==> config.mk <==
export PLATFORM = sky130hd
export DESIGN_NAME = lbist_engine
export DESIGN_NICKNAME = d
export VERILOG_FILES = /design/src/rtl/lbist_pkg.sv /design/src/rtl/lbist_prpg.sv /design/src/rtl/lbist_misr.sv /design/src/rtl/lbist_ctrl.sv /design/src/rtl/lbist_engine.sv
export SDC_FILE = /design/constraint.sdc
export NUM_CORES = 1
export LEC_CHECK = 0
export ABC_AREA = 1
export BUFFER_PORTS_ARGS = -buffer_cell sky130_fd_sc_hd__buf_2
export CORE_MARGIN = 1.5
export CORE_UTILIZATION = 30
export DETAILED_ROUTE_END_ITERATION = 8
export SYNTH_ARGS = -nofsm -noshare
export SYNTH_HDL_FRONTEND = slang
export SYNTH_SLANG_ARGS = --single-unit
==> constraint.sdc <==
create_clock -name clk -period 1.94 [get_ports clk]
set_input_delay 0.097 -clock clk [delete_from_list [all_inputs] [get_ports clk]]
set_output_delay 0.097 -clock clk [all_outputs]
set_load 0.005 [all_outputs]
==> src/rtl/lbist_pkg.sv <==
package lbist_pkg;

    typedef enum logic [1:0] {
        ST_IDLE,
        ST_SHIFT,
        ST_CAPTURE,
        ST_DONE
    } bist_state_e;

    localparam int          DEF_W    = 16;
    localparam logic [15:0] DEF_POLY = 16'hB400;
    localparam logic [15:0] DEF_SEED = 16'hACE1;

endpackage

==> src/rtl/lbist_prpg.sv <==
module lbist_prpg #(
    parameter int             W    = 16,
    parameter int             K    = 4,
    parameter logic [W-1:0]   POLY = 16'hB400,
    parameter logic [W-1:0]   SEED = 16'hACE1
) (
    input  logic         clk,
    input  logic         rst_n,
    input  logic         reload,
    input  logic         advance,
    output logic [K-1:0] chain_si
);
    localparam int STRIDE = W / K;

    typedef struct packed {
        logic [W-1:0] lfsr;
    } prpg_t;

    prpg_t r_d, r_q;

    always_comb begin
        r_d = r_q;
        if (reload) begin
            r_d.lfsr = SEED;
        end else if (advance) begin
            r_d.lfsr = {1'b0, r_q.lfsr[W-1:1]} ^ (r_q.lfsr[0] ? POLY : '0);
        end
    end

    always_ff @(posedge clk or negedge rst_n) begin
        if (!rst_n) begin
            r_q.lfsr <= SEED;
        end else begin
            r_q <= r_d;
        end
    end

    for (genvar j = 0; j < K; j++) begin : g_tap
        assign chain_si[j] = r_q.lfsr[j*STRIDE];
    end

    // a maximal-length generator seeded nonzero never reaches zero
    a_r3_lfsr_nonzero: assert property (@(posedge clk) disable iff (!rst_n)
        r_q.lfsr != '0);

    // state only moves on a reload or a shift step
    a_r3_lfsr_hold: assert property (@(posedge clk) disable iff (!rst_n)
        (!reload && !advance) |=> $stable(r_q.lfsr));

endmodule

==> src/rtl/lbist_misr.sv <==
module lbist_misr #(
    parameter int           W    = 16,
    parameter int           K    = 4,
    parameter logic [W-1:0] POLY = 16'hB400
) (
    input  logic         clk,
    input  logic         rst_n,
    input  logic         clear,
    input  logic         enable,
    input  logic [K-1:0] chain_so,
    output logic [W-1:0] sig,
    output logic [W-1:0] sig_next
);
    typedef struct packed {
        logic [W-1:0] sig;
    } misr_t;

    misr_t r_d, r_q;

    always_comb begin
        r_d = r_q;
        if (clear) begin
            r_d.sig = '0;
        end else if (enable) begin
            r_d.sig = ({1'b0, r_q.sig[W-1:1]} ^ (r_q.sig[0] ? POLY : '0))
                      ^ {{(W-K){1'b0}}, chain_so};
        end
    end

    always_ff @(posedge clk or negedge rst_n) begin
        if (!rst_n) begin
            r_q.sig <= '0;
        end else begin
            r_q <= r_d;
        end
    end

    assign sig      = r_q.sig;
    assign sig_next = r_d.sig;

    // no compaction outside enabled shift cycles
    a_r5_misr_idle_hold: assert property (@(posedge clk) disable iff (!rst_n)
        (!clear && !enable) |=> $stable(r_q.sig));

    // an accepted start empties the register
    a_r5_misr_clear: assert property (@(posedge clk) disable iff (!rst_n)
        clear |=> (r_q.sig == '0));

endmodule

==> src/rtl/lbist_ctrl.sv <==
module lbist_ctrl
    import lbist_pkg::*;
#(
    parameter int L      = 8,
    parameter int PCNT_W = 8,
    parameter int CAP_W  = 3
) (
    input  logic              clk,
    input  logic              rst_n,
    input  logic              start,
    input  logic [PCNT_W-1:0] pat_count,
    input  logic [CAP_W-1:0]  cap_cycles,
    output logic              scan_en,
    output logic              accept,
    output logic              gen_advance,
    output logic              cmp_enable,
    output logic              finish,
    output logic              done
);
    localparam int              BCW  = (L > 1) ? $clog2(L) : 1;
    localparam logic [BCW-1:0]  LAST = BCW'(L - 1);

    typedef struct packed {
        bist_state_e       state;
        logic [BCW-1:0]    bit_cnt;
        logic [PCNT_W-1:0] loads;
        logic [CAP_W-1:0]  cap_cfg;
        logic [CAP_W-1:0]  cap_cnt;
        logic              first;
        logic              done;
    } ctrl_t;

    ctrl_t r_d, r_q;

    always_comb begin
        r_d         = r_q;
        accept      = 1'b0;
        gen_advance = 1'b0;
        cmp_enable  = 1'b0;
        finish      = 1'b0;

        unique case (r_q.state)
            ST_IDLE, ST_DONE: begin
                if (start) begin
                    accept      = 1'b1;
                    r_d.done    = 1'b0;
                    r_d.first   = 1'b1;
                    r_d.bit_cnt = '0;
                    r_d.loads   = pat_count;
                    r_d.cap_cfg = (cap_cycles == '0) ? CAP_W'(1) : cap_cycles;
                    if (pat_count == '0) begin
                        r_d.state = ST_DONE;
                        r_d.done  = 1'b1;
                        finish    = 1'b1;
                    end else begin
                        r_d.state = ST_SHIFT;
                    end
                end
            end
            ST_SHIFT: begin
                gen_advance = 1'b1;
                cmp_enable  = !r_q.first;
                if (r_q.bit_cnt == LAST) begin
                    r_d.bit_cnt = '0;
                    if (r_q.loads == '0) begin
                        r_d.state = ST_DONE;
                        r_d.done  = 1'b1;
                        finish    = 1'b1;
                    end else begin
                        r_d.state   = ST_CAPTURE;
                        r_d.loads   = r_q.loads - 1'b1;
                        r_d.first   = 1'b0;
                        r_d.cap_cnt = r_q.cap_cfg;
                    end
                end else begin
                    r_d.bit_cnt = r_q.bit_cnt + 1'b1;
                end
            end
            ST_CAPTURE: begin
                if (r_q.cap_cnt == CAP_W'(1)) begin
                    r_d.state   = ST_SHIFT;
                    r_d.bit_cnt = '0;
                end else begin
                    r_d.cap_cnt = r_q.cap_cnt - 1'b1;
                end
            end
            default: r_d.state = ST_IDLE;
        endcase
    end

    always_ff @(posedge clk or negedge rst_n) begin
        if (!rst_n) begin
            r_q.state   <= ST_IDLE;
            r_q.bit_cnt <= '0;
            r_q.loads   <= '0;
            r_q.cap_cfg <= CAP_W'(1);
            r_q.cap_cnt <= CAP_W'(1);
            r_q.first   <= 1'b1;
            r_q.done    <= 1'b0;
        end else begin
            r_q <= r_d;
        end
    end

    assign scan_en = (r_q.state == ST_SHIFT);
    assign done    = r_q.done;

    // a load is never cut short
    a_r2_shift_run: assert property (@(posedge clk) disable iff (!rst_n)
        (r_q.state == ST_SHIFT && r_q.bit_cnt != LAST) |=> (r_q.state == ST_SHIFT));

    // capture leads only back to shifting
    a_r4_capture_exit: assert property (@(posedge clk) disable iff (!rst_n)
        (r_q.state == ST_CAPTURE) |=> (r_q.state == ST_CAPTURE || r_q.state == ST_SHIFT));

    // an empty run completes on the next cycle
    a_r7_empty_run: assert property (@(posedge clk) disable iff (!rst_n)
        (accept && pat_count == '0) |=> done);

    // start while busy does not disturb the count of remaining loads
    a_r8_busy_ignore: assert property (@(posedge clk) disable iff (!rst_n)
        (r_q.state == ST_CAPTURE && r_q.cap_cnt != CAP_W'(1)) |=> $stable(r_q.loads));

    // a finished run stays finished until a start arrives
    a_r9_done_hold: assert property (@(posedge clk) disable iff (!rst_n)
        (done && !start) |=> done);

endmodule

==> src/rtl/lbist_engine.sv <==
module lbist_engine
    import lbist_pkg::*;
#(
    parameter int           NUM_CHAINS = 4,
    parameter int           CHAIN_LEN  = 8,
    parameter int           W          = DEF_W,
    parameter logic [W-1:0] POLY       = DEF_POLY,
    parameter logic [W-1:0] SEED       = DEF_SEED,
    parameter int           PCNT_W     = 8,
    parameter int           CAP_W      = 3
) (
    input  logic                  clk,
    input  logic                  rst_n,
    input  logic                  start,
    input  logic [PCNT_W-1:0]     pat_count,
    input  logic [CAP_W-1:0]      cap_cycles,
    input  logic [W-1:0]          golden,
    input  logic [NUM_CHAINS-1:0] chain_so,
    output logic [NUM_CHAINS-1:0] chain_si,
    output logic                  scan_en,
    output logic [W-1:0]          signature,
    output logic                  done,
    output logic                  pass
);
    typedef struct packed {
        logic pass;
    } top_t;

    top_t r_d, r_q;

    logic         accept;
    logic         gen_advance;
    logic         cmp_enable;
    logic         finish;
    logic [W-1:0] sig_next;

    lbist_ctrl #(
        .L      (CHAIN_LEN),
        .PCNT_W (PCNT_W),
        .CAP_W  (CAP_W)
    ) u_ctrl (
        .clk         (clk),
        .rst_n       (rst_n),
        .start       (start),
        .pat_count   (pat_count),
        .cap_cycles  (cap_cycles),
        .scan_en     (scan_en),
        .accept      (accept),
        .gen_advance (gen_advance),
        .cmp_enable  (cmp_enable),
        .finish      (finish),
        .done        (done)
    );

    lbist_prpg #(
        .W    (W),
        .K    (NUM_CHAINS),
        .POLY (POLY),
        .SEED (SEED)
    ) u_prpg (
        .clk      (clk),
        .rst_n    (rst_n),
        .reload   (accept),
        .advance  (gen_advance),
        .chain_si (chain_si)
    );

    lbist_misr #(
        .W    (W),
        .K    (NUM_CHAINS),
        .POLY (POLY)
    ) u_misr (
        .clk      (clk),
        .rst_n    (rst_n),
        .clear    (accept),
        .enable   (cmp_enable),
        .chain_so (chain_so),
        .sig      (signature),
        .sig_next (sig_next)
    );

    always_comb begin
        r_d = r_q;
        if (accept) begin
            r_d.pass = 1'b0;
        end
        if (finish) begin
            r_d.pass = (sig_next == golden);
        end
    end

    always_ff @(posedge clk or negedge rst_n) begin
        if (!rst_n) begin
            r_q.pass <= 1'b0;
        end else begin
            r_q <= r_d;
        end
    end

    assign pass = r_q.pass;

    // a pass verdict only exists alongside completion
    a_r6_pass_with_done: assert property (@(posedge clk) disable iff (!rst_n)
        pass |-> done);

    // no shifting after completion
    a_r2_quiet_when_done: assert property (@(posedge clk) disable iff (!rst_n)
        done |-> !scan_en);

    // the signature stays put while finished and no start arrives
    a_r9_sig_hold: assert property (@(posedge clk) disable iff (!rst_n)
        (done && !start) |=> $stable(signature));

endmodule

* Word level (Yosys, flattened, before mapping)
Cells that the tools add are included.
** Word-level totals
- Register bits after elaboration :: 54
- Word-level logic and storage cells :: 79
- Output and inout bits :: 23
** Operators by class
- Reductions and logical operators :: 16
- Muxes and demuxes :: 35
- Bitwise operators :: 3
- Add/subtract/negate cells :: 3
- Eq/ne operators :: 12
** Operators by type and width (count)
- two-way mux 16 bit :: 7
- bitwise XOR 15 x 16 -> 16 bit :: 2
- equality test 16 bit :: 1
- zero test 8 bit :: 2
- two-way mux 8 bit :: 2
- one-hot mux 8 bit (2 select lines) :: 1
- bitwise XOR 16 x 4 -> 16 bit :: 1
- one-hot mux 5 bit (3 select lines) :: 1
- two-way mux 1 bit :: 12
- AND reduction 4 bit :: 3
- two-way mux 5 bit :: 2
- two-way mux 3 bit :: 3
- nonzero test 2 bit :: 4
- subtractor 8 x 1 -> 8 bit (second input constant) :: 1
- two-way mux 2 bit :: 3
- inequality test 2 x 1 -> 1 bit (second input constant) :: 3
- inequality test 2 bit (second input constant) :: 3
- one-hot mux 3 bit (2 select lines) :: 1
- equality test 2 bit (second input constant) :: 2
- two-way mux 4 bit :: 1
- one-hot mux 2 bit (2 select lines) :: 1
- AND reduction 2 bit :: 2
- adder 3 x 1 -> 3 bit (second input constant) :: 1
- equality test 3 x 1 -> 1 bit (second input constant) :: 1
- 9 further kinds :: 9

* Logic depth before layout (Yosys ltp)
Gate-level depths: netlist of run 1.
- Depth after elaboration :: 7
- Gate-level depth with buffers :: 14
- Depth with buffers taken out :: 14

* Hierarchy
Synthesis of run 1 repeated with hierarchy kept, for this count alone.
** Second synthesis, totals
- Cell total of the unflattened synthesis :: 458
- Area total of the unflattened synthesis :: 3314.4 um^2
** By module, submodules not included
- lbist_ctrl :: cells each 194, area each 1441.4 um^2, seq. area each 529.3 um^2, instances 1
- lbist_misr :: cells each 105, area each 790.8 um^2, seq. area each 400.4 um^2, instances 1
- lbist_prpg :: cells each 80, area each 734.5 um^2, seq. area each 410.4 um^2, instances 1
- lbist_engine :: cells each 79, area each 347.8 um^2, seq. area each 25.0 um^2, instances 1

* Worst setup path before layout of run 1
Ideal clock, no wire load.
- Path type :: register to register
- From :: register u_ctrl.r_q[19] in the netlist's numbering
- To :: register, netlist name pass
- Data required time :: 1.875 ns
- Clock period less this slack :: 1.726 ns
- Stages on the path, launching flop included :: 14
- Data arrival time :: 1.661 ns
- Library setup time :: 0.065 ns
- Path slack :: 0.214 ns
- Path through :: dfrtp_1 inv_1 ha_1 nand2_1 buf_2 buf_4 nand3_1 nand2_1 nand2_1 nor2_1 nand2_1 nor2_1 nand3_1 nand2_1
** Between the ends
- Word-level cells in the longest chain between the ends :: 6
** Ends and longest elaborated chain
- start: declaration :: line lbist_ctrl.sv:33 : ctrl_t r_d, r_q;
- start signal: assignment :: line lbist_ctrl.sv:101 : r_q <= r_d;
- equality test 2 x 1 -> 1 bit (tied with other cells) :: line lbist_ctrl.sv:42 : unique case (r_q.state)
- two-way mux 1 bit / OR reduction 2 bit (equally long branches) :: line lbist_ctrl.sv:42
- two-way mux 16 bit / two-way mux 1 bit (equally long branches) :: line lbist_misr.sv:24, lbist_ctrl.sv:42
- two-way mux 16 bit :: line lbist_misr.sv:22 : if (clear) begin
- equality test 16 bit :: line lbist_engine.sv:88 : r_d.pass = (sig_next == golden);
- two-way mux 1 bit :: line lbist_engine.sv:87 : if (finish) begin
Parallel ways exist; a longest one is shown, timed or not.
A chain may end at the register's enable or synchronous reset.

* Worst setup path after layout of run 1
- From :: register u_ctrl.r_q[19] in the netlist's numbering
- To :: register, netlist name pass
** Between the ends
- Word-level cells in the longest chain between the ends :: 6
** Ends and longest elaborated chain (line)
- equality test 2 x 1 -> 1 bit (tied with other cells) :: lbist_ctrl.sv:42
- two-way mux 1 bit / OR reduction 2 bit (equally long branches) :: lbist_ctrl.sv:42
- two-way mux 16 bit / two-way mux 1 bit (equally long branches) :: lbist_misr.sv:24, lbist_ctrl.sv:42
- two-way mux 16 bit :: lbist_misr.sv:22
- equality test 16 bit :: lbist_engine.sv:88
- two-way mux 1 bit :: lbist_engine.sv:87
Parallel ways exist; a longest one is shown, timed or not.

==> impl_metrics.tcl, run 1 <==
set metrics [dict create \
    outcome "finished, final reports clean" \
    fin_tns_setup_ps 0 \
    pre_cts_ws_ps -16.3 \
    r2r_end "pass$_DFFE_PN0P_" \
    path_clk_slew_ps 110 \
    grt_pass1_vias 2764 \
    ir_drop_mv 0.564 \
    start_util 0.307 \
    antennaDiodeCount 0 \
    grt_pass1_wl_um 12500 \
    crit_slowest_cell "dfrtp_1" \
    synth.top_cell.area_share 0.342 \
    clk-insertion-delay-late_ps 320 \
    grt_usage 0.137 \
    min_path_cells 3 \
    worst_ep_required_time_ps 2210 \
    worstPathArrival_ps 2070 \
    cts_tree "yes" \
    whs_ps 41.3 \
    skew_ps 15.5 \
    path_buf_inv 2 \
    final.period_utilization 0.928 \
    cts_sinks 54 \
    crit_type "reg -> reg" \
    syn_inst 443 \
    ys_ff_latch 54 \
    yosys_warnings 0 \
    finalWorstSetupSlack_ps 139 \
    grt-ovfl-total 0 \
    min_path_type "in -> reg" \
    synth_seq_area_share 0.433 \
    ys.flop_type "dfrtp_1" \
    crit_family "simple AND/OR/NAND/NOR gates" \
    startpoint "u_ctrl.r_q[19]$_DFFE_PN0P_" \
    period_minus_slack_ps 1800 \
    hold_viol 0 \
    wl_per_cell_um 11.4 \
    timing.rr.start "u_ctrl.r_q[19]$_DFFE_PN0P_" \
    first_iter_violations 152 \
    final_max_slew_viol_count 0 \
    io_buffers 56 \
    hpwl_um 5420 \
    place_congestion 0.810 \
    grt_max_degree 29 \
    async_flop_share 1.00 \
    worstHoldStart "cap_cycles[2]" \
    core_area_um2 10300 \
    rows 37 \
    die_w_um 105 \
    synth.area.top_cells "dfrtp_1 (34%), nand2_1 (15%), inv_1 (9.7%), dfstp_2 (9.2%), o21ai_0 (5.7%)" \
    whs_endpoint "u_ctrl.r_q[7]$_DFFE_PN0N_" \
    ctsHtreeMaxLevel 2 \
    maxSlewHeadroom 0.756 \
    p_per_area_nw_per_um2 1680 \
    grt_antenna_before_repair 0 \
    p_leak_uw 0.00212 \
    finalWirelength_um 7330 \
    worst_setup_path_end_kind "register" \
    synth_area_per_cell_um2 7.11 \
    synth_cell_types 27 \
    cap_violations 0 \
    die_y_um 105 \
    clock_path_buffers 2 \
    root_buffer "clkbuf_8" \
    ant_nets 0 \
    drc 0 \
    worstSetupStartpointType "register" \
    drt-pass1-iter-count 4 \
    yosysTopAreaCell "dfrtp_1" \
    finalPower_uw 6500 \
    crit_chain "inv_1 -> ha_4 -> nand2_2 -> buf_6 -> nand3_1 -> nand2_1 -> nand2_1 -> nor2_1 -> nand2_1 -> nor2_1 -> nand3_1 -> nand2_1" \
    fmax_mhz 555 \
    rr_worst_depth 12 \
    crit_top_cell "nand2_1" \
    via_per_inst 4.50 \
    vias 2899 \
    area_growth_pct 22.6 \
    finalNetCount 549 \
    rrSetupSlack_ps 140 \
    ios 57 \
    synth_nets 485 \
    finalSetupViolCount 0 \
    slowest_delay_ps 410 \
    netlist_area_um2 3150 \
    tightest_slew_ps 366 \
    worstPathMaxFanout 17 \
    utilization 0.376 \
    layout-drive-gt1-share 0.213 \
    die_area_um2 11100 \
    cts-buffers-inserted 5 \
    synth_edf_count 0 \
]
-- cell families (layout without fill, tap and decap cells) --
family / count (synthesis) / in the layout / synth area share
buffers and inverters: 100 / 165 / 0.129
DFF: 54 / 54 / 0.433
AOI/OAI and AO/OA: 68 / 68 / 0.117
xor gates and xnor gates: 2 / 2 / 0.00556
and+or+nand+nor: 211 / 211 / 0.283
adders and majority gates: 8 / 8 / 0.0318
-- repair_timing --
action / in CTS / in global routing
resized for setup: 1 / 17
hold endpoints to repair: 12 / 0
pin swaps: 0 / 3
setup endpoints to repair: 1 / 11
hold buffers: 1 / 0
setup buffers: 0 / 5
-- flip-flops by register name, indices dropped and copies added, names as in the netlist --
name,cells
u_misr.sig,16
u_ctrl.done,1
pass,1
u_prpg.r_q,16
u_ctrl.r_q,20
-- layer usage --
metal / track usage / wire [µm]
met1: 0.176 / 3460
met2: 0.239 / 3520
met5: 0 / 0
met3: 0.0291 / 291
met4: 0.0284 / 62
-- synth_stat cells (3+ instances only) --
cell	number
nand3b_1	5
o211ai_1	5
dfstp_2	11
dfrtp_1	43
buf_4	6
clkbuf_1	5
nand2_1	124
a21oi_1	20
nor3_1	4
nand4_1	9
o21ai_0	36
nor2_1	37
ha_1	8
o22ai_1	4
nand3_1	29
inv_2	3
inv_1	81
-- cells in the final DEF (no fill, tap or decap), types with 2 or more instances in the layout --
cell,n
dfrtp_1,43
dfstp_2,11
nand2_2,3
buf_2,56
buf_12,2
nand3b_1,5
buf_4,13
o21ai_0,36
nand2_1,121
nand4_1,9
nand3_1,29
xnor2_1,2
ha_1,6
inv_2,2
inv_4,2
inv_1,80
ha_4,2
o211ai_1,5
a21oi_2,3
clkbuf_8,5
nor3_1,3
a21oi_1,16
o22ai_1,4
nor2_1,37
-- worst max-delay path by stage --
stage / end / depth (start not counted)
6_report: pass$_DFFE_PN0P_ / 12
5_1_grt: pass$_DFFE_PN0P_ / 15
4_1_cts: pass$_DFFE_PN0P_ / 13
3_5_place_dp: pass$_DFFE_PN0P_ / 13
3_3_place_gp: pass$_DFFE_PN0P_ / 13
2_1_floorplan: pass$_DFFE_PN0P_ / 13
-- tightest hold or removal path, cell delays in order --
cell	delay (ps)
buf_2	90
inv_1	60
o21ai_0	80
-- through the flow --
stage | cell area [µm²] | instances
global route | 3860 | 644
floorplan | 3150 | 443
CTS | 3730 | 639
finish | 3860 | 644
global placement | 3600 | 630
detailed placement | 3600 | 630
-- area by class of cell --
type,instances,area [µm²]
Tap cell,136,170
Timing Repair Buffer,73,439
Clock buffer,5,68.8
Inverter,84,320
Clock inverter,3,48.8
Fill cell,1094,6410
Sequential cell,54,1370
Multi-Input combinational cell,289,1450
-- power breakdown --
part | switching (µW) | internal (µW) | leakage [µW] | total [µW]
sequential | 334 | 1710 | 0.000664 | 2050
combinational | 2220 | 1430 | 0.00140 | 3650
clock | 411 | 394 | 0.0000563 | 805
total | 2960 | 3540 | 0.00212 | 6500
No activity file was read; power rests on OpenSTA's default activity.
==> run 2, diff against run 1 <==
--- a/config.mk
+++ b/config.mk
@@ -5,7 +5,6 @@
 export SDC_FILE = /design/constraint.sdc
 export NUM_CORES = 1
 export LEC_CHECK = 0
-export ABC_AREA = 1
 export BUFFER_PORTS_ARGS = -buffer_cell sky130_fd_sc_hd__buf_2
 export CORE_MARGIN = 1.5
 export CORE_UTILIZATION = 30
==> impl_metrics.tcl, run 2 <==
set metrics [dict create \
    grt-ovfl-total 0 \
    crit_slowest_cell "dfrtp_1" \
    synth_edf_count 0 \
    path_buf_inv 2 \
    cts_sinks 54 \
    regMostFlops "u_ctrl.r_q" \
    worst_setup_path_end_kind "register" \
    layout_common_cells "buf_2 (56), buf_4 (50), nor2_1 (48)" \
    skew_ps 13.7 \
    synth_most_common_cell "nor2_1" \
    hold_viol 0 \
    synth_compound_area_frac 0.133 \
    grt_pass1_wl_um 14400 \
    grt_setup_unrepaired "yes" \
    ir_drop_mv 0.360 \
    die_y_um 106 \
    violations "negative setup slack" \
    final_max_slew_viol_count 0 \
    grt-busiest-layer "met2" \
    rrSetupSlack_ps -130 \
    ctsHtreeMaxLevel 2 \
    crit_family "simple AND/OR/NAND/NOR gates" \
    io_buffers 56 \
    min_path_type "in -> reg" \
    fin_cells 586 \
    ys_ff_latch 54 \
    root_buffer "clkbuf_8" \
    worstPathMaxFanout 4 \
    layout-drive-gt1-share 0.362 \
    grt_max_degree 34 \
    layout_commonest_cell "buf_2" \
    drc 0 \
    swShare 0.369 \
    clk-insertion-delay-late_ps 320 \
    rows 37 \
    p_leak_uw 0.00207 \
    yosysTopAreaCell "dfrtp_1" \
    use_met1 0.195 \
    finalSetupViolCount 1 \
    switching_power_uw 1310 \
    synth_xor_area_frac 0.0328 \
    p_int_uw 2250 \
    fmax_mhz 483 \
    worst_ep_required_time_ps 2170 \
    via_per_inst 5.04 \
    timing.rr.start "u_ctrl.r_q[19]$_DFFE_PN0P_" \
    seqPwrFrac 0.443 \
    crit_chain "ha_4 -> nand2b_4 -> buf_4 -> buf_4 -> mux2i_4 -> o32ai_1 -> nor3_1 -> nand4_1 -> o31ai_1" \
    top_regs "u_ctrl.r_q x20, u_misr.sig x16, u_prpg.r_q x16" \
    synth.area.top_cells "dfrtp_1 (34%), dfstp_2 (9.0%), mux2i_1 (8.1%), nor2_1 (5.6%), nand2_1 (4.7%)" \
    die_w_um 106 \
    synth.top_cell.area_share 0.336 \
    maxSlewHeadroom 0.598 \
    outcome "finished with violations" \
    antennaDiodeCount 0 \
    worstSetupStartpointType "register" \
    pwr-share-clk 0.195 \
    hpwl_um 6300 \
    final.period_utilization 1.07 \
    core_area_um2 10300 \
    async_flop_share 1.00 \
    area_growth_pct 33.6 \
    p_per_area_nw_per_um2 831 \
    crit_top_cell "buf_4" \
    ys.flop_type "dfrtp_1" \
    r2r_end "pass$_DFFE_PN0P_" \
    grt_antenna_before_repair 0 \
    syn_inst 349 \
    synthMuxAreaShare 0.0968 \
    synthAdderAreaFrac 0.0312 \
    drt-pass1-iter-count 5 \
    grt_usage 0.157 \
    synth_area_per_cell_um2 9.18 \
    path_clk_slew_ps 110 \
    gr-usage-met3 0.0313 \
    whs_endpoint "u_ctrl.r_q[5]$_DFFE_PN1N_" \
    netlist_area_um2 3200 \
    rr_worst_depth 9 \
    place_congestion 0.889 \
    synth_nets 391 \
    worstHoldStart "cap_cycles[0]" \
    ant_nets 0 \
    utilization 0.415 \
    use_met2 0.272 \
    finalNetCount 491 \
    cts-buffers-inserted 5 \
    fill_cells 1027 \
    synth_top_family_by_area "simple AND/OR/NAND/NOR gates" \
    wl_per_cell_um 14.8 \
    clock_path_buffers 2 \
    tightest_slew_ps 598 \
    synthTopCellsByCount "nor2_1 (48), dfrtp_1 (43), nand2_1 (40)" \
    cap_violations 0 \
    period_minus_slack_ps 2070 \
    synth_cell_types 51 \
    slowest_delay_ps 440 \
    yosys_warnings 0 \
    vias 2951 \
    combinationalPowerShare 0.361 \
    path_depth 9 \
    ios 57 \
    largest_register_ffs 20 \
    first_iter_violations 112 \
    worstPathArrival_ps 2300 \
    startpoint "u_ctrl.r_q[19]$_DFFE_PN0P_" \
    finalWorstSetupSlack_ps -128 \
    crit_type "reg -> reg" \
    grt_pass1_vias 3002 \
    dp.cells 568 \
    yosys.area_share.simple 0.218 \
    start_util 0.310 \
    die_area_um2 11300 \
    finalWirelength_um 8680 \
    cts_tree "yes" \
    synth_seq_area_share 0.426 \
    min_path_cells 3 \
]
==> run 2: changes by cell type after synthesis, sizes merged, moves of 8 or more <==
cell,previous run,this run
nor2,38,48
a221oi,0,8
nand3,30,8
xor2,0,8
mux2i,0,29
inv,84,16
o21ai,36,14
nor3,4,20
nand2,125,40
nor4,0,8
nand4,9,1
==> run 2: area by class of cell <==
cell class	count	area, µm²	area share
tap	136	170	0.0398
timing repair buffer	116	800	0.187
inverter	16	60.1	0.0140
sequential	54	1370	0.319
multi-input combinational	256	1790	0.418
clock inverter	3	26.3	0.00614
clock buffer	5	68.8	0.0161
==> run 2: worst max path at each step <==
stage | end | slack (ps)
2_1_floorplan | pass$_DFFE_PN0P_ | -40
3_3_place_gp | pass$_DFFE_PN0P_ | -90
3_5_place_dp | pass$_DFFE_PN0P_ | -120
4_1_cts | pass$_DFFE_PN0P_ | -60
5_1_grt | pass$_DFFE_PN0P_ | -240
6_report | pass$_DFFE_PN0P_ | -130
==> run 2: worst reg2reg max path: stages (launching register included) <==
cell and delay, ps:
dfrtp_1 440, ha_4 200, nand2b_4 80, buf_4 120
buf_4 130, mux2i_4 240, o32ai_1 90, nor3_1 310
nand4_1 150, o31ai_1 240
==> run 2: power groups by stage <==
stage / Combinational, µW / Clock, µW / Sequential, µW
floorplan: 676 / 0 / 1500
global placement: 1180 / 0 / 1560
detailed placement: 1200 / 0 / 1560
CTS: 1220 / 715 / 1560
global route: 1420 / 764 / 1600
finish: 1290 / 696 / 1580
==> run 2: timing repair <==
item / CTS / global route
hold endpoints to repair: 21 / 0
gates resized for setup: 20 / 14
hold buffers: 3 / 0
buffers inserted: 3 / 3
endpoints found under the setup margin: 8 / 11
pin swaps: 3 / 13
gates cloned: 1 / 0
==> run 2: kinds of logic (layout without fill, tap and decap cells) <==
logic type | count (synthesis) | count (layout)
buffers and inverters | 39 | 140
flip-flops | 54 | 54
XOR/XNOR | 12 | 12
adder cells (fa/ha/maj) | 8 | 8
AND/OR/NAND/NOR | 146 | 146
AO/OA/AOI/OAI | 61 | 61
multiplexers | 29 | 29
==> run 2: metal layers <==
metal,vias up,part of all wire
li1,1427,-
met1,1444,0.46
met2,66,0.48
met3,14,0.040
met4,0,0.019
met5,-,0
==> run 2: stage by stage <==
| stage | instance area [µm²] | worst slack (ps) | hold WS, ps | TNS (ps) | total power, µW |
|---|---|---|---|---|---|
| after CTS | 4170 | -57.7 | 28.4 | -57.7 | 3500 |
| after detailed placement | 3920 | -124 | 115 | -271 | 2760 |
| after global routing | 4280 | -237 | 37.0 | -1060 | 3780 |
| after floorplan | 3210 | -43.7 | -199 | -43.7 | 2180 |
| final | 4280 | -128 | 32.4 | -128 | 3560 |
| after global placement | 3920 | -90.5 | 124 | -91.5 | 2750 |
